===== src/rtl/bmu_pkg.sv =====
package bmu_pkg;

    typedef enum logic [2:0] {
        K_SHIFT, K_EXP, K_NORM, K_EXTS, K_EXTZ, K_INS, K_CAT
    } bmu_kind_e;

    typedef enum logic [1:0] {
        OPD_AR, OPD_SELF, OPD_IMM
    } bmu_opd_e;

    typedef struct packed {
        bmu_kind_e  kind;
        bmu_opd_e   opd;
        logic       left;
        logic       arith;
        logic [1:0] ar_idx;
        logic       alt_sel;
        logic       legal;
    } bmu_dec_t;

    typedef enum logic [1:0] {
        ST_IDLE, ST_RESULT, ST_FAULT
    } bmu_state_e;

endpackage


===== src/rtl/bmu_decode.sv =====
module bmu_decode
    import bmu_pkg::*;
(
    input  logic [3:0] func,
    input  logic [3:0] aux,
    output bmu_dec_t   dec
);

    always_comb begin
        dec         = '0;
        dec.kind    = K_SHIFT;
        dec.opd     = OPD_AR;
        dec.ar_idx  = aux[1:0];
        dec.alt_sel = aux[0];
        dec.legal   = 1'b1;
        unique casez ({func, aux})
            8'b0000_00??: begin dec.arith = 1'b1; end
            8'b0001_00??: begin dec.arith = 1'b1; dec.left = 1'b1; end
            8'b0000_10??: begin end
            8'b0001_10??: begin dec.left = 1'b1; end
            8'b1000_0000: begin dec.opd = OPD_SELF; dec.arith = 1'b1; end
            8'b1001_0000: begin dec.opd = OPD_SELF; dec.arith = 1'b1; dec.left = 1'b1; end
            8'b1000_1000: begin dec.opd = OPD_SELF; end
            8'b1001_1000: begin dec.opd = OPD_SELF; dec.left = 1'b1; end
            8'b1100_0000: begin dec.opd = OPD_IMM; dec.arith = 1'b1; end
            8'b1101_0000: begin dec.opd = OPD_IMM; dec.arith = 1'b1; dec.left = 1'b1; end
            8'b1100_1000: begin dec.opd = OPD_IMM; end
            8'b1101_1000: begin dec.opd = OPD_IMM; dec.left = 1'b1; end
            8'b0000_1100: begin dec.kind = K_EXP; end
            8'b0001_11??: begin dec.kind = K_NORM; end
            8'b1110_0000: begin dec.kind = K_EXTS; dec.opd = OPD_IMM; end
            8'b0010_00??: begin dec.kind = K_EXTS; end
            8'b1110_0100: begin dec.kind = K_EXTZ; dec.opd = OPD_IMM; end
            8'b0010_01??: begin dec.kind = K_EXTZ; end
            8'b1110_1000: begin dec.kind = K_INS; dec.opd = OPD_IMM; end
            8'b1010_10??: begin dec.kind = K_INS; end
            8'b0111_0000,
            8'b0111_0001: begin dec.kind = K_CAT; end
            default:      begin dec.legal = 1'b0; end
        endcase
    end

endmodule


===== src/rtl/bmu_shifter.sv =====
module bmu_shifter #(
    parameter int ACC_W = 40,
    parameter int AMT_W = 6
) (
    input  logic [ACC_W-1:0] val,
    input  logic [AMT_W-1:0] amt,
    input  logic             left,
    input  logic             arith,
    output logic [ACC_W-1:0] out
);

    logic                    neg;
    logic [AMT_W-1:0]        mag;
    logic                    go_left;
    logic signed [ACC_W-1:0] sval;

    assign neg     = amt[AMT_W-1];
    assign mag     = neg ? (~amt + 1'b1) : amt;
    assign go_left = left ^ neg;
    assign sval    = val;

    always_comb begin
        if (go_left)
            out = val << mag;
        else if (arith)
            out = sval >>> mag;
        else
            out = val >> mag;
    end

endmodule


===== src/rtl/bmu_field.sv =====
module bmu_field #(
    parameter int ACC_W = 40,
    parameter int DSC_W = 16,
    localparam int EXP_W = $clog2(ACC_W)
) (
    input  logic [ACC_W-1:0] src,
    input  logic [ACC_W-1:0] dst,
    input  logic [DSC_W-1:0] desc,
    output logic [ACC_W-1:0] ext_s,
    output logic [ACC_W-1:0] ext_z,
    output logic [ACC_W-1:0] ins,
    output logic [EXP_W-1:0] expo
);

    localparam int HB = DSC_W / 2;
    localparam logic [ACC_W-1:0] ONES = '1;
    localparam logic [ACC_W-1:0] ONE  = ACC_W'(1);

    logic [HB-1:0]    wid;
    logic [HB-1:0]    pos;
    logic [ACC_W-1:0] mask;
    logic [ACC_W-1:0] pmask;
    logic             top_bit;

    assign wid   = desc[DSC_W-1:HB];
    assign pos   = desc[HB-1:0];
    assign mask  = ~(ONES << wid);
    assign pmask = mask << pos;
    assign ext_z = (src >> pos) & mask;
    assign top_bit = (wid != '0) && ((ext_z & (ONE << (wid - 1'b1))) != '0);
    assign ext_s = top_bit ? (ext_z | ~mask) : ext_z;
    assign ins   = (dst & ~pmask) | ((src << pos) & pmask);

    always_comb begin
        logic run;
        expo = '0;
        run  = 1'b1;
        for (int i = ACC_W - 2; i >= 0; i--) begin
            if (run && (src[i] == src[ACC_W-1]))
                expo = expo + 1'b1;
            else
                run = 1'b0;
        end
    end

endmodule


===== src/rtl/accum_bmu.sv =====
module accum_bmu
    import bmu_pkg::*;
#(
    parameter int ACC_W = 40,
    parameter int AR_W  = 16,
    parameter int AMT_W = 6,
    localparam int EXP_W = $clog2(ACC_W),
    localparam int HALF  = ACC_W / 2
) (
    input  logic             clk,
    input  logic             rst_n,
    input  logic             op_valid,
    input  logic [3:0]       func,
    input  logic [3:0]       aux,
    input  logic [ACC_W-1:0] src_acc,
    input  logic [ACC_W-1:0] dst_acc,
    input  logic [ACC_W-1:0] alt0_acc,
    input  logic [ACC_W-1:0] alt1_acc,
    input  logic [AR_W-1:0]  ar0,
    input  logic [AR_W-1:0]  ar1,
    input  logic [AR_W-1:0]  ar2,
    input  logic [AR_W-1:0]  ar3,
    input  logic [AR_W-1:0]  imm,
    output logic             res_valid,
    output logic [ACC_W-1:0] res_acc,
    output logic             illegal,
    output logic             ar_wr_en,
    output logic [1:0]       ar_wr_sel,
    output logic [AR_W-1:0]  ar_wr_data
);

    bmu_dec_t         dec;
    bmu_state_e       state_q, state_d;
    logic [AR_W-1:0]  ar_sel_val;
    logic [AR_W-1:0]  operand;
    logic [ACC_W-1:0] sh_out, ext_s, ext_z, ins_out, res_d;
    logic [EXP_W-1:0] expo;

    bmu_decode u_dec (.func(func), .aux(aux), .dec(dec));

    always_comb begin
        unique case (dec.ar_idx)
            2'd0: ar_sel_val = ar0;
            2'd1: ar_sel_val = ar1;
            2'd2: ar_sel_val = ar2;
            default: ar_sel_val = ar3;
        endcase
        unique case (dec.opd)
            OPD_SELF: operand = src_acc[AR_W-1:0];
            OPD_IMM:  operand = imm;
            default:  operand = ar_sel_val;
        endcase
    end

    bmu_shifter #(.ACC_W(ACC_W), .AMT_W(AMT_W)) u_sh (
        .val(src_acc), .amt(operand[AMT_W-1:0]),
        .left(dec.left), .arith(dec.arith), .out(sh_out)
    );

    bmu_field #(.ACC_W(ACC_W), .DSC_W(AR_W)) u_fld (
        .src(src_acc), .dst(dst_acc), .desc(operand),
        .ext_s(ext_s), .ext_z(ext_z), .ins(ins_out), .expo(expo)
    );

    always_comb begin
        unique case (dec.kind)
            K_EXP:   res_d = ACC_W'(expo);
            K_NORM:  res_d = src_acc << expo;
            K_EXTS:  res_d = ext_s;
            K_EXTZ:  res_d = ext_z;
            K_INS:   res_d = ins_out;
            K_CAT:   res_d = {src_acc[HALF-1:0],
                              dec.alt_sel ? alt1_acc[HALF-1:0] : alt0_acc[HALF-1:0]};
            default: res_d = sh_out;
        endcase
    end

    // next state: identical transitions from every state
    always_comb begin
        state_d = ST_IDLE;
        unique case (state_q)
            ST_IDLE, ST_RESULT, ST_FAULT: begin
                if (!op_valid)      state_d = ST_IDLE;
                else if (dec.legal) state_d = ST_RESULT;
                else                state_d = ST_FAULT;
            end
            default: state_d = ST_IDLE;
        endcase
    end

    always_ff @(posedge clk) begin
        if (!rst_n) state_q <= ST_IDLE;
        else        state_q <= state_d;
    end

    always_ff @(posedge clk) begin
        if (!rst_n) begin
            res_acc    <= '0;
            ar_wr_en   <= 1'b0;
            ar_wr_sel  <= '0;
            ar_wr_data <= '0;
        end else begin
            ar_wr_en <= 1'b0;
            if (state_d == ST_RESULT) begin
                res_acc <= res_d;
                if (dec.kind == K_NORM) begin
                    ar_wr_en   <= 1'b1;
                    ar_wr_sel  <= dec.ar_idx;
                    ar_wr_data <= AR_W'(expo);
                end
            end
        end
    end

    assign res_valid = (state_q == ST_RESULT);
    assign illegal   = (state_q == ST_FAULT);


    latency_chk: assert property (@(posedge clk) disable iff (!rst_n)
        (op_valid && dec.legal) |=> res_valid);


    illegal_hold_chk: assert property (@(posedge clk) disable iff (!rst_n)
        (op_valid && !dec.legal) |=> (illegal && !ar_wr_en && $stable(res_acc)));


    idle_hold_chk: assert property (@(posedge clk) disable iff (!rst_n)
        !op_valid |=> (!res_valid && !illegal && !ar_wr_en && $stable(res_acc)));


    norm_result_chk: assert property (@(posedge clk) disable iff (!rst_n)
        ar_wr_en |-> (res_valid && ((res_acc[ACC_W-1] != res_acc[ACC_W-2]) || (res_acc == '0))));


    exp_range_chk: assert property (@(posedge clk) disable iff (!rst_n)
        ar_wr_en |-> (ar_wr_data < AR_W'(ACC_W)));

endmodule


===== config.mk =====
export PLATFORM = sky130hd
export DESIGN_NAME = accum_bmu
export DESIGN_NICKNAME = d
export VERILOG_FILES = /design/src/rtl/bmu_pkg.sv /design/src/rtl/bmu_decode.sv /design/src/rtl/bmu_shifter.sv /design/src/rtl/bmu_field.sv /design/src/rtl/accum_bmu.sv
export SDC_FILE = /design/constraint.sdc
export NUM_CORES = 1
export LEC_CHECK = 0
export BUFFER_PORTS_ARGS = -buffer_cell sky130_fd_sc_hd__buf_2
export CAP_MARGIN = 40
export CELL_PAD_IN_SITES_DETAIL_PLACEMENT = 0
export CELL_PAD_IN_SITES_GLOBAL_PLACEMENT = 2
export CORE_ASPECT_RATIO = 1.75
export CORE_MARGIN = 1.5
export CORE_UTILIZATION = 33
export CTS_BUF_LIST = sky130_fd_sc_hd__clkbuf_8
export DETAILED_ROUTE_END_ITERATION = 10
export PLACE_DENSITY = 0.95
export REMOVE_ABC_BUFFERS = 1
export SLEW_MARGIN = 20
export SYNTH_ARGS = -nofsm -noshare
export SYNTH_HDL_FRONTEND = slang
export SYNTH_SLANG_ARGS = --single-unit

===== constraint.sdc =====
create_clock -name clk -period 48 [get_ports clk]
set_clock_uncertainty 0.1 [all_clocks]
set_input_delay 14.4 -clock clk [delete_from_list [all_inputs] [get_ports clk]]
set_output_delay 14.4 -clock clk [all_outputs]
set_load 0.05 [all_outputs]

-- Yosys cells after proc, flatten, opt, wreduce, memory -nomap -nowiden
Cells that the tools add are included.
Widths: inputs -> output; s select.
- reductions and logical operators: 56
- add/sub/neg operators: 40
- equality and inequality tests: 73
- mux-type cells: 94
- bitwise gates (word level): 11
- shifts and indexed selects: 9
- operators by type and width (cell ; number):
    $pmux 40 s6 ; 1
    $add 6x1->6 const B ; 39
    $mux 6 ; 39
    $and 40x40->40 ; 4
    $mux 40 ; 3
    $not 40->40 ; 3
    $eq 8x8->1 const B ; 11
    $or 40x40->40 ; 2
    $shl 40x6->40 ; 2
    $shl 40x8->40 ; 2
    $pmux 16 s3 ; 1
    $mux 1 ; 43
    $reduce_bool 40->1 ; 1
    $shl 1x8->40 const A ; 1
    $shl 40x8->40 const A ; 1
    $shr 40x6->40 ; 1
    $shr 40x8->40 ; 1
    $sshr 40x6->40 ; 1
    $eq 1x1->1 ; 39
    $logic_and 1x1->1 ; 39
    $pmux 16 s2 ; 1
    $reduce_or 22->1 ; 1
    $mux 20 ; 1
    $eq 6x3->1 const B ; 3
    other kinds (25) ; 43
- output and inout bits: 61
- flip-flop bits (word level): 51
- logic and storage cells: 288
- input port bits: 251

-- Logic depth before layout (Yosys ltp)
Gate-level depths: netlist of run 1.
- depth in word-level cells: 80
- gate-level depth with buffers: 140
- mapped depth without buffers: 131

-- Hierarchy
A second synthesis of run 1 with hierarchy kept.
- cells, all modules: 4077
- area total of the unflattened synthesis: 27376.3 um^2
- by module, submodules not included (module ; area an instance (um^2) ; times used ; cells each):
    bmu_field ; 14067.2 ; 1 ; 2298
    accum_bmu ; 7612.3 ; 1 ; 932
    bmu_shifter ; 5405.2 ; 1 ; 801
    bmu_decode ; 291.5 ; 1 ; 46

-- Least setup slack after synthesis of run 1
OpenSTA, ideal clock, no wires.
- path type: in2reg
- start: in src_acc[39]
- end: reg res_acc[37]
- cell stages on the path: 135
- data required time: 47.772 ns
- arrival: 38.666 ns
- slack: 9.107 ns
- library setup time: 0.128 ns
- path through: buf_2 > buf_2 > buf_4 > buf_2 > buf_2 > buf_2 > buf_2 > nand2_1 > a21oi_1 > o21bai_1 > ha_1 > a21oi_1 > a21oi_1 > ha_1 > nand2_1 > nand2_1 > ha_1 > mux2i_1 > [... 99 more ...] > a31oi_1 > o21ai_0 > ha_1 > inv_1 > a21boi_0 > ha_1 > mux2_2 > ha_1 > a21o_1 > nand2_1 > buf_1 > buf_1 > buf_1 > mux2i_1 > a21oi_1 > mux2_2 > a221oi_1 > a21oi_1
- cells in the longest elaborated chain, start to end: 80
- elaborated cells on any way between the ends: 209
- classes of those cells: add/sub: 38; eq/ne: 39; shift: 6; mux: 81; bitwise: 5; reduce/logical: 40
- RTL lines (what ; RTL line ; text):
    start, declared ; accum_bmu.sv:15 ; input logic [ACC_W-1:0] src_acc,
    $eq 1x1->1 ; bmu_field.sv:39 ; if (run && (src[i] == src[ACC_W-1]))
    $mux 1 ; bmu_field.sv:39 ;
    $add 6x1->6 or $logic_and 1x1->1 (tied branches) ; bmu_field.sv:40, bmu_field.sv:39 ;
    $mux 6 or $mux 1 (tied branches) ; bmu_field.sv:39 ;
    $add 6x1->6 or $logic_and 1x1->1 (tied branches) ; bmu_field.sv:40, bmu_field.sv:39 ;
    $mux 6 or $mux 1 (tied branches) ; bmu_field.sv:39 ;
    $add 6x1->6 or $logic_and 1x1->1 (tied branches) ; bmu_field.sv:40, bmu_field.sv:39 ;
    $mux 6 or $mux 1 (tied branches) ; bmu_field.sv:39 ;
    [... 64 more ...] ; -- ;
    $add 6x1->6 or $logic_and 1x1->1 (tied branches) ; bmu_field.sv:40, bmu_field.sv:39 ;
    $mux 6 or $mux 1 (tied branches) ; bmu_field.sv:39 ;
    $add 6x1->6 or $logic_and 1x1->1 (tied branches) ; bmu_field.sv:40, bmu_field.sv:39 ;
    $mux 6 or $mux 1 (tied branches) ; bmu_field.sv:39 ;
    $add 6x1->6 or $logic_and 1x1->1 (tied branches) ; bmu_field.sv:40, bmu_field.sv:39 ;
    $mux 6 ; bmu_field.sv:39 ;
    $shl 40x6->40 ; accum_bmu.sv:68 ; K_NORM: res_d = src_acc << expo;
    $pmux 40 s6 (*) ; accum_bmu.sv:66 ; unique case (dec.kind)
    end signal, assigned ; accum_bmu.sv:105 ; res_acc <= res_d;
    end, declared ; accum_bmu.sv:25 ; output logic [ACC_W-1:0] res_acc,
Mark *: on every way between the ends. The rest lies on a longest branch, timed or not.
A chain may end at the register's enable or synchronous reset.

-- Worst setup path in the final report of run 1
- start: in src_acc[36]
- end: reg res_acc[37]
- cells in the longest elaborated chain, start to end: 77
- elaborated cells on any way between the ends: 164
- classes of those cells: add/sub: 36; eq/ne: 1; shift: 6; mux: 77; bitwise: 5; reduce/logical: 39
- RTL lines (what ; RTL line):
    $eq 1x1->1 ; bmu_field.sv:39
    $logic_and 1x1->1 ; bmu_field.sv:39
    $mux 6 or $mux 1 (tied branches) ; bmu_field.sv:39
    $add 6x1->6 or $logic_and 1x1->1 (tied branches) ; bmu_field.sv:40, bmu_field.sv:39
    $mux 6 or $mux 1 (tied branches) ; bmu_field.sv:39
    $add 6x1->6 or $logic_and 1x1->1 (tied branches) ; bmu_field.sv:40, bmu_field.sv:39
    $mux 6 or $mux 1 (tied branches) ; bmu_field.sv:39
    $add 6x1->6 or $logic_and 1x1->1 (tied branches) ; bmu_field.sv:40, bmu_field.sv:39
    [... 61 more ...] ; --
    $add 6x1->6 or $logic_and 1x1->1 (tied branches) ; bmu_field.sv:40, bmu_field.sv:39
    $mux 6 or $mux 1 (tied branches) ; bmu_field.sv:39
    $add 6x1->6 or $logic_and 1x1->1 (tied branches) ; bmu_field.sv:40, bmu_field.sv:39
    $mux 6 or $mux 1 (tied branches) ; bmu_field.sv:39
    $add 6x1->6 or $logic_and 1x1->1 (tied branches) ; bmu_field.sv:40, bmu_field.sv:39
    $mux 6 ; bmu_field.sv:39
    $shl 40x6->40 ; accum_bmu.sv:68
    $pmux 40 s6 (*) ; accum_bmu.sv:66
Marks and branches as above.

==> run metrics, run 1 <==
status complete, no violations; Netlist cell types 101; area fraction of the dominant cell type after synthesis 0.119; met3 GRT Util 0.0856; Core Area 73100 µm²; sw frac 0.669; Initial DRT Pass Iterations 8; # DRC 0; sequential area share after synthesis 0.0418; Vias 32800; worst-case reg-to-reg path depth 7; top-level port count 312; ANT nets after route 0; number of global-route vias before repair 31100; WL/cell 34.2 µm; fmax 23.6 MHz; CTS root buf clkbuf_8; Critical Path AT 42410 ps; met1 usage 0.432; DP HPWL 128000 µm; post_cts resized 0; max-slew violations 0; vias per cell 6.66; MaxCap Viol Count 0; Clock power frac 0.044; async set-reset flop share out of synthesis 0; Seq pwr share 0.070; Post-synth EDFFs 0; initial antenna violation count 6; CP most frequent cell ha_1; pin count of the biggest net entering global routing 90; Synth Flop Type dfxtp_1; syn_area_per_cell 6.19 µm²; Worst Max-Slew Pin Slew 1180 ps; P per Cell Area 24.4 nW/µm²; GR Util All Layers 0.432; GP Congestion 1.07; Comb power frac 0.885; critical path endpoint category register; Slowest Stage Delay on Critical Path 970 ps; Clock Sinks 51; top-count cell post-synth nand2_1; RSZ-0062 raised after global routing no; final setup fails 0; period utilization 0.882; VDD IR max 12.5 µV; Hold Path Sink res_acc[10]; H-tree levels 2; fin util 0.369; fillers 8377; Max clock buf depth 2; Int Power 218 µW; Die Ht 363 µm; Final Hold Vio Count 0; register-to-register setup slack 45010 ps; first-pass GRT wire length 235000 µm; worst min-delay path category register to register; commonest cells in the synthesized netlist nand2_1 (589), nor2_1 (486), o21ai_0 (400); Worst slew margin 0.211; grt ovf 0; YS warnings 0; critical path class input port to register; grt peak-use layer met2; Worst Hold Launch res_acc[10]; # nets final 4279; Iter 0 DRT Violations 3299; Post-CTS Setup Repair Bufs 0; Synth area leader mux2i_1; CP max FO 38; CP Launch Type input port; Pleak 0.0109 µW; Pwr Total 659 µW; FP Rows 131; Post-Synthesis Cell Area 24400 µm²; hold path cells 2; number of synthesized register bits 51; Die ar. 75800 µm²; CTS Buf Count 5; layout cells sized above 1 0.147; Worst Path Required 48070 ps; CTS clk-pin slew, worst paths 110 ps; RR Startpoint state_q[1]; Net Switching 441 µW; CTS tree built; worst skew pair latency 320 ps; number of hold buffers added after CTS 0; setup TNS 0 ps; area grow syn2layout 10.4%; Slowest-stage cell, CP a221oi_1; port bufs 261; die width 209 µm; Initial Util 0.334; routing usage on met2 0.712; worst reg2reg path endpoint res_acc[1]; Gate Count Post-Synth 3946; Total Wirelength 168000 µm; Tmin final 42330 ps; top post-synthesis cells by area mux2i_1 (12%), nand2_1 (9.0%), o21ai_0 (8.2%)
==> power by group through the flow <==
stage | Clock [µW] | Sequential (µW) | Combinational [µW]
floorplan | 0 | 52.4 | 315
global placement | 0 | 47.2 | 543
detailed placement | 0 | 47.3 | 544
CTS | 29.1 | 46.3 | 546
global route | 30.8 | 46.4 | 604
finish | 29.3 | 46.4 | 584
==> registers in the layout, indices dropped and copies added, names as in the netlist <==
name / count
state_q: 2
res_acc: 40
ar_wr_data: 6
ar_wr_sel: 2
ar_wr_en: 1
==> area by class of cell <==
class / count / area, µm² / area share
timing repair buffer: 414 / 2510 / 0.0930
antenna: 7 / 17.5 / 0.000649
inverter: 55 / 209 / 0.00774
clock inverter: 1 / 8.76 / 0.000325
multi-input combinational: 3460 / 22000 / 0.814
tap: 931 / 1160 / 0.0432
sequential: 51 / 1020 / 0.0378
clock buffer: 6 / 82.6 / 0.00306
==> worst max-delay path: cells and delay by family <==
family | cells | cell delay [ps]
xor gates and xnor gates | 2 | 460
muxes | 20 | 4760
AOI/OAI and AO/OA | 35 | 6690
buffers and inverters | 9 | 1890
and+or+nand+nor | 27 | 2750
adders and majority gates | 36 | 11440
==> cells in the final DEF, fill, tap and decap left out, drive strengths merged, types with 12 or more instances in the layout <==
master   count
a221o       14
mux2i      292
nand2b      47
o211ai     117
o21a        22
mux4        34
o221ai      39
ha          41
a221oi      58
nor2b       19
and2        47
nand4       17
xnor2       77
buf        404
nor3        93
or2         21
o21ai      414
and3        25
a211oi      78
mux2        41
o311ai      14
a21o        19
nor4        14
a22oi       32
nand3      118
o2111ai     12
dfxtp       51
inv         52
or3         27
a21oi      316
clkbuf      15
o31ai       18
o22ai       52
xor2        33
a21boi      22
a31oi       34
nor2       489
nand2      589
==> logic make-up (layout without fill, tap and decap cells) <==
logic type      Yosys count  in the layout  share of synthesized area
simple gates           1547           1547                      0.280
mux                     367            367                      0.170
xor+xnor                122            122                     0.0561
flops                    51             51                     0.0418
compound gates         1373           1373                      0.359
other cells               1             17                   0.000153
buf+inv                 444            476                     0.0718
fa+ha+maj                41             41                     0.0210
==> metrics by stage <==
| stage | instances | cell area, µm² | setup slack (ps) | hold WS [ps] |
|---|---|---|---|---|
| 6_report | 4925 | 27000 | 5670 | 381 |
| 3_5_place_dp | 4882 | 26600 | 5930 | 352 |
| 2_1_floorplan | 3566 | 22900 | 9010 | 554 |
| 4_1_cts | 4889 | 26700 | 6260 | 375 |
| 5_1_grt | 4918 | 27000 | 3970 | 400 |
| 3_3_place_gp | 4862 | 26400 | 5810 | 338 |
==> routing by layer <==
layer | vias to the layer above | part of all wire | wire, µm
li1 | 14600 | - | -
met1 | 15600 | 0.33 | 56100
met2 | 1877 | 0.46 | 77300
met3 | 685 | 0.070 | 11800
met4 | 6 | 0.14 | 23000
met5 | - | 0.00018 | 31
==> worst max-delay path by stage <==
stage	start	to	slack, ps	cells after the start
after floorplan	src_acc[37]	res_acc[39]	9010	129
after global placement	src_acc[36]	res_acc[37]	5810	130
after detailed placement	src_acc[36]	res_acc[37]	5930	130
after CTS	src_acc[36]	res_acc[37]	6260	130
after global routing	src_acc[36]	res_acc[37]	3970	129
final	src_acc[36]	res_acc[37]	5670	129
(Power assumes the default switching activity.)
==> run 2: changes to the inputs <==
- GPL_TIMING_DRIVEN: unset -> 0
==> run metrics, run 2 (synthesis results as in run 1) <==
Design Area, Final 28100 µm² (was 27000 µm²); grt ovf 0 (unchanged); CP most frequent cell ha_1 (unchanged); area grow syn2layout 14.9% (was 10.4%); fillers 8172 (was 8377); most frequent cells in the layout nand2_1 (586), nor2_1 (482), o21ai_0 (392) (was nand2_1 (588), nor2_1 (486), o21ai_0 (395)); Total Wirelength 168000 µm (about the same); Initial Util 0.334 (unchanged); fmax 23.8 MHz (was 23.6 MHz); initial antenna violation count 11 (was 6); # DRC 0 (unchanged); WL/cell 34.1 µm (was 34.2 µm); RSZ-0062 raised after global routing no (unchanged); number of hold buffers added after CTS 0 (unchanged); Initial DRT Pass Iterations 6 (was 8); port bufs 261 (unchanged); CP Launch Type input port (unchanged); MaxCap Viol Count 0 (unchanged); Final Hold Vio Count 0 (unchanged); VDD IR max 11.2 µV (was 12.5 µV); GR Util All Layers 0.437 (was 0.432); layout cells sized above 1 0.155 (was 0.147); H-tree levels 2 (unchanged); final hold slack 356 ps (was 381 ps); Worst Path Required 48140 ps (was 48070 ps); final setup fails 0 (unchanged); max reg flops 40 (unchanged); number of global-route vias before repair 31700 (was 31100); CP max FO 14 (was 38); DP HPWL 129000 µm (was 128000 µm); CTS Buf Count 5 (unchanged); Worst slew margin 0.331 (was 0.211); P per Cell Area 24.4 nW/µm² (about the same); CP Buf/Inv Count 9 (unchanged); first-pass GRT wire length 238000 µm (was 235000 µm); Vias 33100 (was 32800); post_cts resized 0 (unchanged); status complete, no violations (unchanged); Worst Max-Slew Pin Slew 975 ps (was 1180 ps); CTS clk-pin slew, worst paths 110 ps (about the same); Slowest Stage Delay on Critical Path 690 ps (was 970 ps); vias per cell 6.72 (was 6.66); worst skew pair latency 320 ps (about the same); die width 209 µm (unchanged); ANT nets after route 0 (unchanged); Core Area 73100 µm² (unchanged); Top Registers res_acc: 40 flops, ar_wr_data: 6 flops (unchanged); Pleak 0.0113 µW (was 0.0109 µW); commonest non-fill, non-tap cell in the layout nand2_1 (unchanged); max-slew violations 0 (unchanged); Clock Sinks 51 (unchanged); GP Congestion 1.05 (was 1.07); Iter 0 DRT Violations 3758 (was 3299); Tmin final 42090 ps (was 42330 ps); FP Rows 131 (unchanged); Post-CTS Setup Repair Bufs 0 (unchanged); Die Ht 363 µm (unchanged); top-level port count 312 (unchanged); CTS tree built (unchanged); period utilization 0.877 (was 0.882); Critical Path AT 42220 ps (was 42410 ps); Post-Place Cells 4881 (was 4882); Max clock buf depth 2 (unchanged); worst min-delay path category register to register (unchanged); placed cell area 27700 µm² (was 26600 µm²); Biggest register res_acc (unchanged); Slowest-stage cell, CP xnor2_2 (was a221oi_1); critical path class input port to register (unchanged); Top delay family on crit path adder cells (unchanged); Finished Layout Cells 4928 (was 4925); fin util 0.384 (was 0.369); CTS root buf clkbuf_8 (unchanged); pin count of the biggest net entering global routing 97 (was 90); Pwr Total 685 µW (was 659 µW); critical path endpoint category register (unchanged); # nets final 4284 (was 4279); Die ar. 75800 µm² (unchanged)
==> run 2: cell types whose count changed in the layout (fill, tap and decap cells not counted), sizes merged <==
cell / change
buf: +4
inv: +1
clkbuf: +1
clkdlybuf4s15: +1
diode: -3
dlymetal6s2s: -1
==> run 2: report_power, final <==
part | total [µW] | switching (µW) | internal (µW)
clock | 29.9 | 18.0 | 11.9
combinational | 609 | 423 | 185
sequential | 46.3 | 2.11 | 44.2
total | 685 | 443 | 242
==> run 2: stage by stage <==
| step | setup slack (ps) | setup TNS (ps) |
|---|---|---|
| 6_report | 5910 | 0 |
| 5_1_grt | 4360 | 0 |
| 4_1_cts | 6100 | 0 |
| 3_5_place_dp | 5810 | 0 |
| 3_3_place_gp | -560 | -3600 |
| 2_1_floorplan | 9010 | 0 |
==> run 2: metal layers <==
layer  share of wire  track usage
met1            0.33        0.430
met4            0.14        0.497
met2            0.45        0.707
met3           0.079        0.118
met5         0.00046            0
==> run 2: final timing paths <==
| kind | startpoint | endpoint | slack, ps | cells past startpoint |
|---|---|---|---|---|
| hold reg to reg | res_acc[34] | res_acc[34] | 360 | 2 |
| hold / removal | res_acc[34] | res_acc[34] | 360 | 2 |
| setup reg to reg | state_q[1] | res_acc[19] | 44620 | 6 |
| setup / recovery | src_acc[36] | res_acc[39] | 5910 | 130 |
==> run 2: tightest hold or removal path: stages (launching register included) <==
cell and delay (ps):
dfxtp_1 340, nand2_1 50, o31ai_1 50
==> run 2: area by class of cell <==
class	instances	area [µm²]	area share
Sequential cell	51	1020	0.0364
Timing Repair Buffer	419	3430	0.122
Antenna cell	4	10.0	0.000356
Clock buffer	6	82.6	0.00294
Inverter	55	216	0.00771
Clock inverter	2	13.8	0.000490
Tap cell	931	1160	0.0415
Multi-Input combinational cell	3460	22200	0.789
